$ cat src/rtl/eint_pkg.sv
package eint_pkg;

  typedef enum logic [2:0] {
    TRIG_LOW,
    TRIG_HIGH,
    TRIG_FALL,
    TRIG_RISE,
    TRIG_BOTH
  } trig_e;

  localparam int CFG_OFS  = 'h00;
  localparam int MASK_OFS = 'h08;
  localparam int PEND_OFS = 'h0C;

  function automatic trig_e trig_decode(input logic [2:0] f);
    case (f[2:1])
      2'b00:   return f[0] ? TRIG_HIGH : TRIG_LOW;
      2'b01:   return TRIG_FALL;
      2'b10:   return TRIG_RISE;
      default: return TRIG_BOTH;
    endcase
  endfunction

  // first line of group g: a short leading group, then equal-width groups
  function automatic int grp_first(input int g, input int lead_w, input int grp_w);
    return (g == 0) ? 0 : lead_w + grp_w * (g - 1);
  endfunction

endpackage

$ cat src/rtl/eint_sync.sv
module eint_sync #(
  parameter int N = 28
) (
  input  logic         clk_i,
  input  logic         rst_ni,
  input  logic [N-1:0] pin_i,
  output logic [N-1:0] cur_o,
  output logic [N-1:0] prev_o
);

  logic [N-1:0] meta_q, sync_q, prev_q;

  always_ff @(posedge clk_i or negedge rst_ni) begin
    if (!rst_ni) begin
      meta_q <= '0;
      sync_q <= '0;
      prev_q <= '0;
    end else begin
      meta_q <= pin_i;
      sync_q <= meta_q;
      prev_q <= sync_q;
    end
  end

  assign cur_o  = sync_q;
  assign prev_o = prev_q;

endmodule

$ cat src/rtl/eint_detect.sv
module eint_detect
  import eint_pkg::*;
#(
  parameter int N      = 28,
  parameter int NPAIRS = (N + 1) / 2
) (
  input  logic [NPAIRS-1:0][2:0] field_i,
  input  logic [N-1:0]           cur_i,
  input  logic [N-1:0]           prev_i,
  output logic [N-1:0]           evt_o
);

  for (genvar i = 0; i < N; i++) begin : g_line
    trig_e mode;
    assign mode = trig_decode(field_i[i/2]);
    always_comb begin
      case (mode)
        TRIG_LOW:  evt_o[i] = ~cur_i[i];
        TRIG_HIGH: evt_o[i] = cur_i[i];
        TRIG_FALL: evt_o[i] = prev_i[i] & ~cur_i[i];
        TRIG_RISE: evt_o[i] = ~prev_i[i] & cur_i[i];
        default:   evt_o[i] = prev_i[i] ^ cur_i[i];
      endcase
    end
  end

endmodule

$ cat src/rtl/eint_regs.sv
module eint_regs
  import eint_pkg::*;
#(
  parameter int N      = 28,
  parameter int DW     = 32,
  parameter int AW     = 8,
  parameter int NPAIRS = (N + 1) / 2,
  parameter int PPR    = DW / 4,
  parameter int NCFG   = (NPAIRS + PPR - 1) / PPR
) (
  input  logic                   clk_i,
  input  logic                   rst_ni,
  input  logic [AW-1:0]          addr_i,
  input  logic [DW-1:0]          wdata_i,
  input  logic                   we_i,
  output logic [DW-1:0]          rdata_o,
  input  logic [N-1:0]           evt_i,
  output logic [NPAIRS-1:0][2:0] field_o,
  output logic [N-1:0]           mask_o,
  output logic [N-1:0]           pend_o,
  output logic [N-1:0]           clr_o
);

  logic [NPAIRS-1:0][2:0]  field_q;
  logic [N-1:0]            mask_q, pend_q;
  logic [NCFG-1:0]         cfg_hit;
  logic [NCFG-1:0][DW-1:0] cfg_word;
  logic                    mask_hit, pend_hit;
  logic                    unused_wdata;

  for (genvar j = 0; j < NCFG; j++) begin : g_hit
    assign cfg_hit[j] = (addr_i == AW'(CFG_OFS + 4 * j));
  end
  assign mask_hit = (addr_i == AW'(MASK_OFS));
  assign pend_hit = (addr_i == AW'(PEND_OFS));

  assign clr_o        = (we_i && pend_hit) ? wdata_i[N-1:0] : '0;
  assign unused_wdata = ^wdata_i;

  always_ff @(posedge clk_i or negedge rst_ni) begin
    if (!rst_ni) begin
      field_q <= '0;
    end else if (we_i) begin
      for (int p = 0; p < NPAIRS; p++) begin
        if (cfg_hit[p/PPR]) field_q[p] <= wdata_i[4*(p%PPR) +: 3];
      end
    end
  end

  always_ff @(posedge clk_i or negedge rst_ni) begin
    if (!rst_ni)              mask_q <= '1;
    else if (we_i && mask_hit) mask_q <= wdata_i[N-1:0];
  end

  // new events override a same-cycle clear
  always_ff @(posedge clk_i or negedge rst_ni) begin
    if (!rst_ni) pend_q <= '0;
    else         pend_q <= (pend_q & ~clr_o) | evt_i;
  end

  always_comb begin
    cfg_word = '0;
    for (int p = 0; p < NPAIRS; p++) begin
      cfg_word[p/PPR][4*(p%PPR) +: 3] = field_q[p];
    end
  end

  always_comb begin
    rdata_o = '0;
    for (int j = 0; j < NCFG; j++) begin
      if (cfg_hit[j]) rdata_o = cfg_word[j];
    end
    if (mask_hit) rdata_o[N-1:0] = mask_q;
    if (pend_hit) rdata_o[N-1:0] = pend_q;
  end

  assign field_o = field_q;
  assign mask_o  = mask_q;
  assign pend_o  = pend_q;

endmodule

$ cat src/rtl/eint_group.sv
module eint_group
  import eint_pkg::*;
#(
  parameter int N      = 28,
  parameter int G      = 4,
  parameter int LEAD_W = 4,
  parameter int GRP_W  = 8
) (
  input  logic [N-1:0] pend_i,
  input  logic [N-1:0] mask_i,
  output logic [G-1:0] irq_o
);

  logic [N-1:0] live;
  assign live = pend_i & ~mask_i;

  for (genvar g = 0; g < G; g++) begin : g_grp
    localparam int LO = grp_first(g, LEAD_W, GRP_W);
    localparam int HI = (g == G - 1) ? N - 1 : grp_first(g + 1, LEAD_W, GRP_W) - 1;
    assign irq_o[g] = |live[HI:LO];
  end

endmodule

$ cat src/rtl/ext_irq_ctrl.sv
module ext_irq_ctrl #(
  parameter int NUM_LINES = 28,
  parameter int NUM_GRP   = 4,
  parameter int LEAD_W    = 4,
  parameter int GRP_W     = 8,
  parameter int ADDR_W    = 8,
  parameter int DATA_W    = 32
) (
  input  logic                 clk_i,
  input  logic                 rst_ni,
  input  logic [NUM_LINES-1:0] pin_i,
  input  logic [ADDR_W-1:0]    reg_addr_i,
  input  logic [DATA_W-1:0]    reg_wdata_i,
  input  logic                 reg_we_i,
  output logic [DATA_W-1:0]    reg_rdata_o,
  output logic [NUM_GRP-1:0]   irq_grp_o
);

  localparam int NPAIRS = (NUM_LINES + 1) / 2;

  logic [NUM_LINES-1:0]   cur, prev, evt, mask_q, pend_q, clr;
  logic [NPAIRS-1:0][2:0] field;

  eint_sync #(.N(NUM_LINES)) u_sync (
    .clk_i (clk_i),
    .rst_ni(rst_ni),
    .pin_i (pin_i),
    .cur_o (cur),
    .prev_o(prev)
  );

  eint_detect #(.N(NUM_LINES), .NPAIRS(NPAIRS)) u_detect (
    .field_i(field),
    .cur_i  (cur),
    .prev_i (prev),
    .evt_o  (evt)
  );

  eint_regs #(.N(NUM_LINES), .DW(DATA_W), .AW(ADDR_W), .NPAIRS(NPAIRS)) u_regs (
    .clk_i  (clk_i),
    .rst_ni (rst_ni),
    .addr_i (reg_addr_i),
    .wdata_i(reg_wdata_i),
    .we_i   (reg_we_i),
    .rdata_o(reg_rdata_o),
    .evt_i  (evt),
    .field_o(field),
    .mask_o (mask_q),
    .pend_o (pend_q),
    .clr_o  (clr)
  );

  eint_group #(.N(NUM_LINES), .G(NUM_GRP), .LEAD_W(LEAD_W), .GRP_W(GRP_W)) u_group (
    .pend_i(pend_q),
    .mask_i(mask_q),
    .irq_o (irq_grp_o)
  );

endmodule

$ cat config.mk
export PLATFORM = sky130hd
export DESIGN_NAME = ext_irq_ctrl
export DESIGN_NICKNAME = d
export VERILOG_FILES = /design/src/rtl/eint_pkg.sv /design/src/rtl/eint_sync.sv /design/src/rtl/eint_detect.sv /design/src/rtl/eint_regs.sv /design/src/rtl/eint_group.sv /design/src/rtl/ext_irq_ctrl.sv
export SDC_FILE = /design/constraint.sdc
export NUM_CORES = 1
export LEC_CHECK = 0
export BUFFER_PORTS_ARGS = -buffer_cell sky130_fd_sc_hd__clkbuf_2
export CORE_ASPECT_RATIO = 2
export CORE_MARGIN = 8
export CORE_UTILIZATION = 59
export CTS_CLUSTER_DIAMETER = 60
export DETAILED_ROUTE_END_ITERATION = 7
export PLACE_DENSITY = 0.88
export SETUP_SLACK_MARGIN = 0.05
export SLEW_MARGIN = 20
export SYNTH_ARGS = -nofsm -noshare
export SYNTH_HDL_FRONTEND = slang
export SYNTH_SLANG_ARGS = --single-unit
$ cat constraint.sdc
create_clock -name clk_i -period 2.09 [get_ports clk_i]
set_clock_uncertainty 0.2 [all_clocks]
set_input_delay 0.209 -clock clk_i [delete_from_list [all_inputs] [get_ports clk_i]]
set_output_delay 0.209 -clock clk_i [all_outputs]
set_load 0.02 [all_outputs]
==> metrics.txt <==
# TYPE chip_impl_metric gauge
chip_impl_metric{name="setup_viol",unit=""} 11
chip_impl_metric{name="cts_htree_levels",unit=""} 4
chip_impl_metric{name="crit_arrival",unit="ns"} 1.82
chip_impl_metric{name="maxSlewViolCount",unit=""} 0
chip_impl_info{name="violations_in_the_final_reports",value="setup timing"} 1
chip_impl_metric{name="powerDensity",unit="nW/um2"} 647
chip_impl_metric{name="sw_frac_of_total",unit=""} 0.259
chip_impl_metric{name="die-area",unit="um2"} 21200
chip_impl_metric{name="drv_cap",unit=""} 0
chip_impl_metric{name="final_core_util",unit=""} 0.789
chip_impl_metric{name="clk_path_buf_depth",unit=""} 2
chip_impl_metric{name="die_w",unit="um"} 107
chip_impl_metric{name="number_of_global_route_vias_before_repair",unit=""} 8607
chip_impl_metric{name="ioPinCount",unit=""} 107
chip_impl_metric{name="slew_headroom",unit=""} 0.645
chip_impl_metric{name="maximum_number_of_pins_on_one_net_before_global_route_repair",unit=""} 54
chip_impl_metric{name="synth_nets",unit=""} 992
chip_impl_metric{name="placement.io_buffers",unit=""} 104
chip_impl_metric{name="ys_ff_latch",unit=""} 182
chip_impl_metric{name="post_synth_num_cell_types",unit=""} 43
chip_impl_info{name="worstSetupEndpointType",value="output port"} 1
chip_impl_metric{name="nNetsFinal",unit=""} 1243
chip_impl_metric{name="cell_internal_pwr",unit="mW"} 6.16
chip_impl_metric{name="synth-compound-area-share",unit=""} 0.0863
chip_impl_info{name="criticalPathCategory",value="reg -> out"} 1
chip_impl_metric{name="fraction_of_final_layout_cells_with_drive_strength_greater_than_1",unit=""} 0.381
chip_impl_info{name="rsz0062_at_grt",value="true"} 1
chip_impl_info{name="cp-start-kind",value="register"} 1
chip_impl_metric{name="area_delta_synth_final",unit="%"} 31.3
chip_impl_metric{name="dieHeight",unit="um"} 198
chip_impl_metric{name="timing.final.hold_violations",unit=""} 0
chip_impl_info{name="dominant_combinational_cell_family_by_area_after_synthesis",value="adder cells"} 1
chip_impl_metric{name="worst-endpoint-required",unit="ns"} 1.68
chip_impl_metric{name="critPathMaxFanout",unit=""} 2
chip_impl_metric{name="clkLatencyLatePin",unit="ns"} 0.45
chip_impl_info{name="path_delay_family",value="simple AND/OR/NAND/NOR gates"} 1
chip_impl_metric{name="post-route-worst-setup-slack",unit="ns"} -0.137
chip_impl_metric{name="grt_overflow_total",unit=""} 0
chip_impl_metric{name="clkTransAtPathRegs",unit="ns"} 0.08
chip_impl_metric{name="synthMuxAreaShare",unit=""} 0.140
chip_impl_metric{name="vdd_drop_max",unit="mV"} 0.653
chip_impl_metric{name="slowest_delay",unit="ns"} 0.57
chip_impl_metric{name="synth_area",unit="um2"} 9770
chip_impl_metric{name="yosysWarningCount",unit=""} 0
chip_impl_metric{name="num_rows",unit=""} 66
chip_impl_info{name="worst_path_max_delay_cell",value="sky130_fd_sc_hd__or4_4"} 1
chip_impl_metric{name="comb_power_share",unit=""} 0.126
chip_impl_metric{name="drt_iter0_markers",unit=""} 642
chip_impl_metric{name="synth_simple_gate_area_share",unit=""} 0.0679
chip_impl_metric{name="buffering_stage_count_on_the_worst_path_with_inverters_included",unit=""} 1
chip_impl_metric{name="achievable-frequency",unit="MHz"} 449
chip_impl_metric{name="synthesis.instances",unit=""} 797
chip_impl_metric{name="post-route-min-period",unit="ns"} 2.23
chip_impl_metric{name="dp_worst_setup_slack",unit="ns"} -0.160
chip_impl_metric{name="avg_vias_per_cell",unit=""} 6.28
chip_impl_metric{name="routabilityCongestion",unit=""} 0.877
chip_impl_metric{name="number_of_nets_with_antenna_violations_after_routing",unit=""} 0
chip_impl_metric{name="dp_hpwl",unit="um"} 17800
chip_impl_metric{name="firstDrtPassIters",unit=""} 5
chip_impl_info{name="tritoncts_clock_tree",value="done"} 1
chip_impl_info{name="clk_root_buffer_cell",value="sky130_fd_sc_hd__clkbuf_16"} 1
chip_impl_metric{name="power_frac_seq",unit=""} 0.462
chip_impl_metric{name="switching_power",unit="mW"} 2.15
chip_impl_metric{name="drc",unit=""} 0
chip_impl_metric{name="grtUsageTotal",unit=""} 0.282
chip_impl_metric{name="initial_utilization",unit=""} 0.601
chip_impl_metric{name="fin_crit_share",unit=""} 1.07
chip_impl_info{name="hold_path.class",value="in -> async"} 1
chip_impl_metric{name="cellLeakagePower",unit="nW"} 6.34
chip_impl_metric{name="routed_wirelength",unit="um"} 31500
chip_impl_metric{name="clock-sinks",unit=""} 182
chip_impl_metric{name="detailroute.via_count",unit=""} 7963
chip_impl_metric{name="grt_pass1_wl",unit="um"} 45500
chip_impl_metric{name="cts-buffers-inserted",unit=""} 17
chip_impl_metric{name="adder_cell_share_of_the_synthesized_area",unit=""} 0.159
chip_impl_metric{name="routed_wire_length_per_instance",unit="um"} 24.8
chip_impl_info{name="status",value="complete, but fails checks"} 1
chip_impl_metric{name="antenna_found_initial",unit=""} 2
chip_impl_metric{name="share_clk_of_total_power",unit=""} 0.412
chip_impl_metric{name="synth_sequential_area_ratio",unit=""} 0.470
chip_impl_metric{name="max_slew.worst_pin.slew",unit="ns"} 0.532
chip_impl_metric{name="synthXorXnorAreaFrac",unit=""} 0.0233
chip_impl_info{name="worstPathCellList",value="o22ai_2 -> or4_4 -> buf_8"} 1
chip_impl_metric{name="placeableCoreArea",unit="um2"} 16300
chip_impl_metric{name="synth.avg_cell_area",unit="um2"} 12.3
chip_impl_metric{name="setup-tns-final",unit="ns"} -0.739
worst paths after layout:
kind                               startpoint           endpoint  slack (ns)  depth (start not counted)
hold reg to reg             u_sync.meta_q[19]   u_sync.cur_o[19]        0.15                          0
setup / recovery            u_regs.mask_o[17]       irq_grp_o[2]       -0.14                          3
max in group asynchronous              rst_ni   u_regs.mask_o[2]        0.90                          3
min in group clk_i          u_sync.meta_q[19]   u_sync.cur_o[19]        0.15                          0
setup reg to reg           u_regs.field_o[38]  u_regs.pend_o[25]       -0.01                          7
hold / removal                         rst_ni  u_sync.prev_o[21]         0.1                          2
cells by family (layout without fill, tap and decap cells):
family | after synthesis | in the layout
AND/OR/NAND/NOR | 117 | 117
other | 1 | 4
AO/OA/AOI/OAI | 116 | 116
buffers and inverters | 133 | 397
XOR/XNOR | 26 | 26
adder cells (fa/ha/maj) | 124 | 124
flip-flops | 182 | 182
multiplexers | 98 | 98
timing repair:
item	4_1_cts	5_1_grt
resized for setup	81	66
hold buffers	60	0
setup endpoints to repair	28	37
pin swaps	21	19
hold endpoints to repair	287	0
setup buffers	31	19
metrics by stage:
| step | power [mW] | hold WS (ns) | cells | cell area, um2 |
|---|---|---|---|---|
| after floorplan | 4.30 | -0.287 | 797 | 9800 |
| after global placement | 4.61 | -0.0127 | 1124 | 10800 |
| after detailed placement | 4.66 | -0.00661 | 1124 | 10800 |
| after CTS | 8.14 | 0.0986 | 1247 | 12600 |
| after global routing | 8.55 | 0.123 | 1267 | 12800 |
| final | 8.30 | 0.0995 | 1268 | 12800 |
sequential cells by signal, indices dropped and copies added, names as in the netlist:
| register | cells |
|---|---|
| u_sync.prev_o | 28 |
| u_regs.pend_o | 28 |
| u_sync.cur_o | 28 |
| u_sync.meta_q | 28 |
| u_regs.field_o | 42 |
| u_regs.mask_o | 28 |
worst reg2reg max path, stage by stage (launching register included):
cell and delay (ns):
sky130_fd_sc_hd__dfrtp_2 0.46, sky130_fd_sc_hd__buf_4 0.18, sky130_fd_sc_hd__inv_1 0.13, sky130_fd_sc_hd__ha_1 0.22, sky130_fd_sc_hd__nand3b_1 0.11, sky130_fd_sc_hd__o21ai_0 0.21
sky130_fd_sc_hd__xnor2_1 0.12, sky130_fd_sc_hd__a221o_1 0.36
per-layer routing:
layer / up-vias / routed length [um] / track usage / part of all wire
met5: - / 0 / 0 / 0
met4: 0 / 2490 / 0.209 / 0.079
met3: 207 / 2340 / 0.0703 / 0.074
met2: 554 / 16200 / 0.486 / 0.52
met1: 3920 / 10400 / 0.286 / 0.33
li1: 3282 / - / - / -
area by class of cell:
class | instances | area [um2]
tap | 204 | 255
timing repair buffer | 251 | 2100
clock buffer | 22 | 464
inverter | 114 | 428
multi-input combinational | 482 | 4810
fill | 794 | 3440
sequential | 182 | 4620
antenna | 3 | 7.51
clock inverter | 10 | 145
cells in the mapped netlist:
master / number / area [um2]
sky130_fd_sc_hd__a21oi_1: 28 / 140
sky130_fd_sc_hd__a221o_1: 26 / 260
sky130_fd_sc_hd__a221oi_1: 26 / 228
sky130_fd_sc_hd__a22oi_1: 1 / 7.51
sky130_fd_sc_hd__a31o_2: 2 / 17.5
sky130_fd_sc_hd__a31oi_1: 3 / 18.8
sky130_fd_sc_hd__and2_1: 18 / 113
sky130_fd_sc_hd__and3_1: 3 / 18.8
sky130_fd_sc_hd__and3b_1: 1 / 8.76
sky130_fd_sc_hd__buf_1: 5 / 18.8
sky130_fd_sc_hd__buf_2: 6 / 30.0
sky130_fd_sc_hd__buf_4: 1 / 7.51
sky130_fd_sc_hd__buf_6: 2 / 22.5
sky130_fd_sc_hd__clkbuf_1: 5 / 18.8
sky130_fd_sc_hd__conb_1: 1 / 3.75
sky130_fd_sc_hd__dfrtp_1: 154 / 3850
sky130_fd_sc_hd__dfstp_2: 28 / 736
sky130_fd_sc_hd__ha_1: 124 / 1550
sky130_fd_sc_hd__inv_1: 114 / 428
sky130_fd_sc_hd__mux2_2: 50 / 563
sky130_fd_sc_hd__mux2_4: 20 / 300
sky130_fd_sc_hd__mux2i_1: 10 / 100
sky130_fd_sc_hd__mux4_2: 18 / 405
sky130_fd_sc_hd__nand2_1: 28 / 105
sky130_fd_sc_hd__nand2b_1: 1 / 6.26
sky130_fd_sc_hd__nand3_1: 7 / 35.0
sky130_fd_sc_hd__nand3b_1: 14 / 105
sky130_fd_sc_hd__nand4b_2: 1 / 15.0
sky130_fd_sc_hd__nor2_1: 15 / 56.3
sky130_fd_sc_hd__nor2_4: 1 / 11.3
sky130_fd_sc_hd__nor2b_1: 1 / 6.26
sky130_fd_sc_hd__nor3_1: 15 / 75.1
sky130_fd_sc_hd__nor3_4: 1 / 16.3
sky130_fd_sc_hd__nor4_1: 2 / 12.5
sky130_fd_sc_hd__nor4_4: 1 / 21.3
sky130_fd_sc_hd__o21ai_0: 15 / 75.1
sky130_fd_sc_hd__o221ai_1: 1 / 8.76
sky130_fd_sc_hd__o22ai_1: 14 / 87.6
sky130_fd_sc_hd__or2_2: 1 / 6.26
sky130_fd_sc_hd__or2_4: 1 / 8.76
sky130_fd_sc_hd__or3_1: 2 / 12.5
sky130_fd_sc_hd__or4_1: 4 / 30.0
sky130_fd_sc_hd__xnor2_1: 26 / 228
power groups by stage:
stage	clock network (mW)	logic, mW	registers [mW]
floorplan	0	0.451	3.85
global placement	0	0.722	3.89
detailed placement	0	0.764	3.90
CTS	3.38	0.944	3.82
global route	3.57	1.13	3.85
finish	3.42	1.05	3.84
cells in the final DEF (no fill, tap or decap), drive strengths merged, types with 18 or more instances in the layout:
cell type,instances
nand2,28
clkbuf,95
xnor2,26
ha,124
a221o,26
mux4,18
dlygate4sd3,60
a221oi,26
inv,116
and2,18
buf,118
dfstp,28
mux2,70
a21oi,28
dfrtp,154
Note: power is estimated with default switching activity, not from simulation.
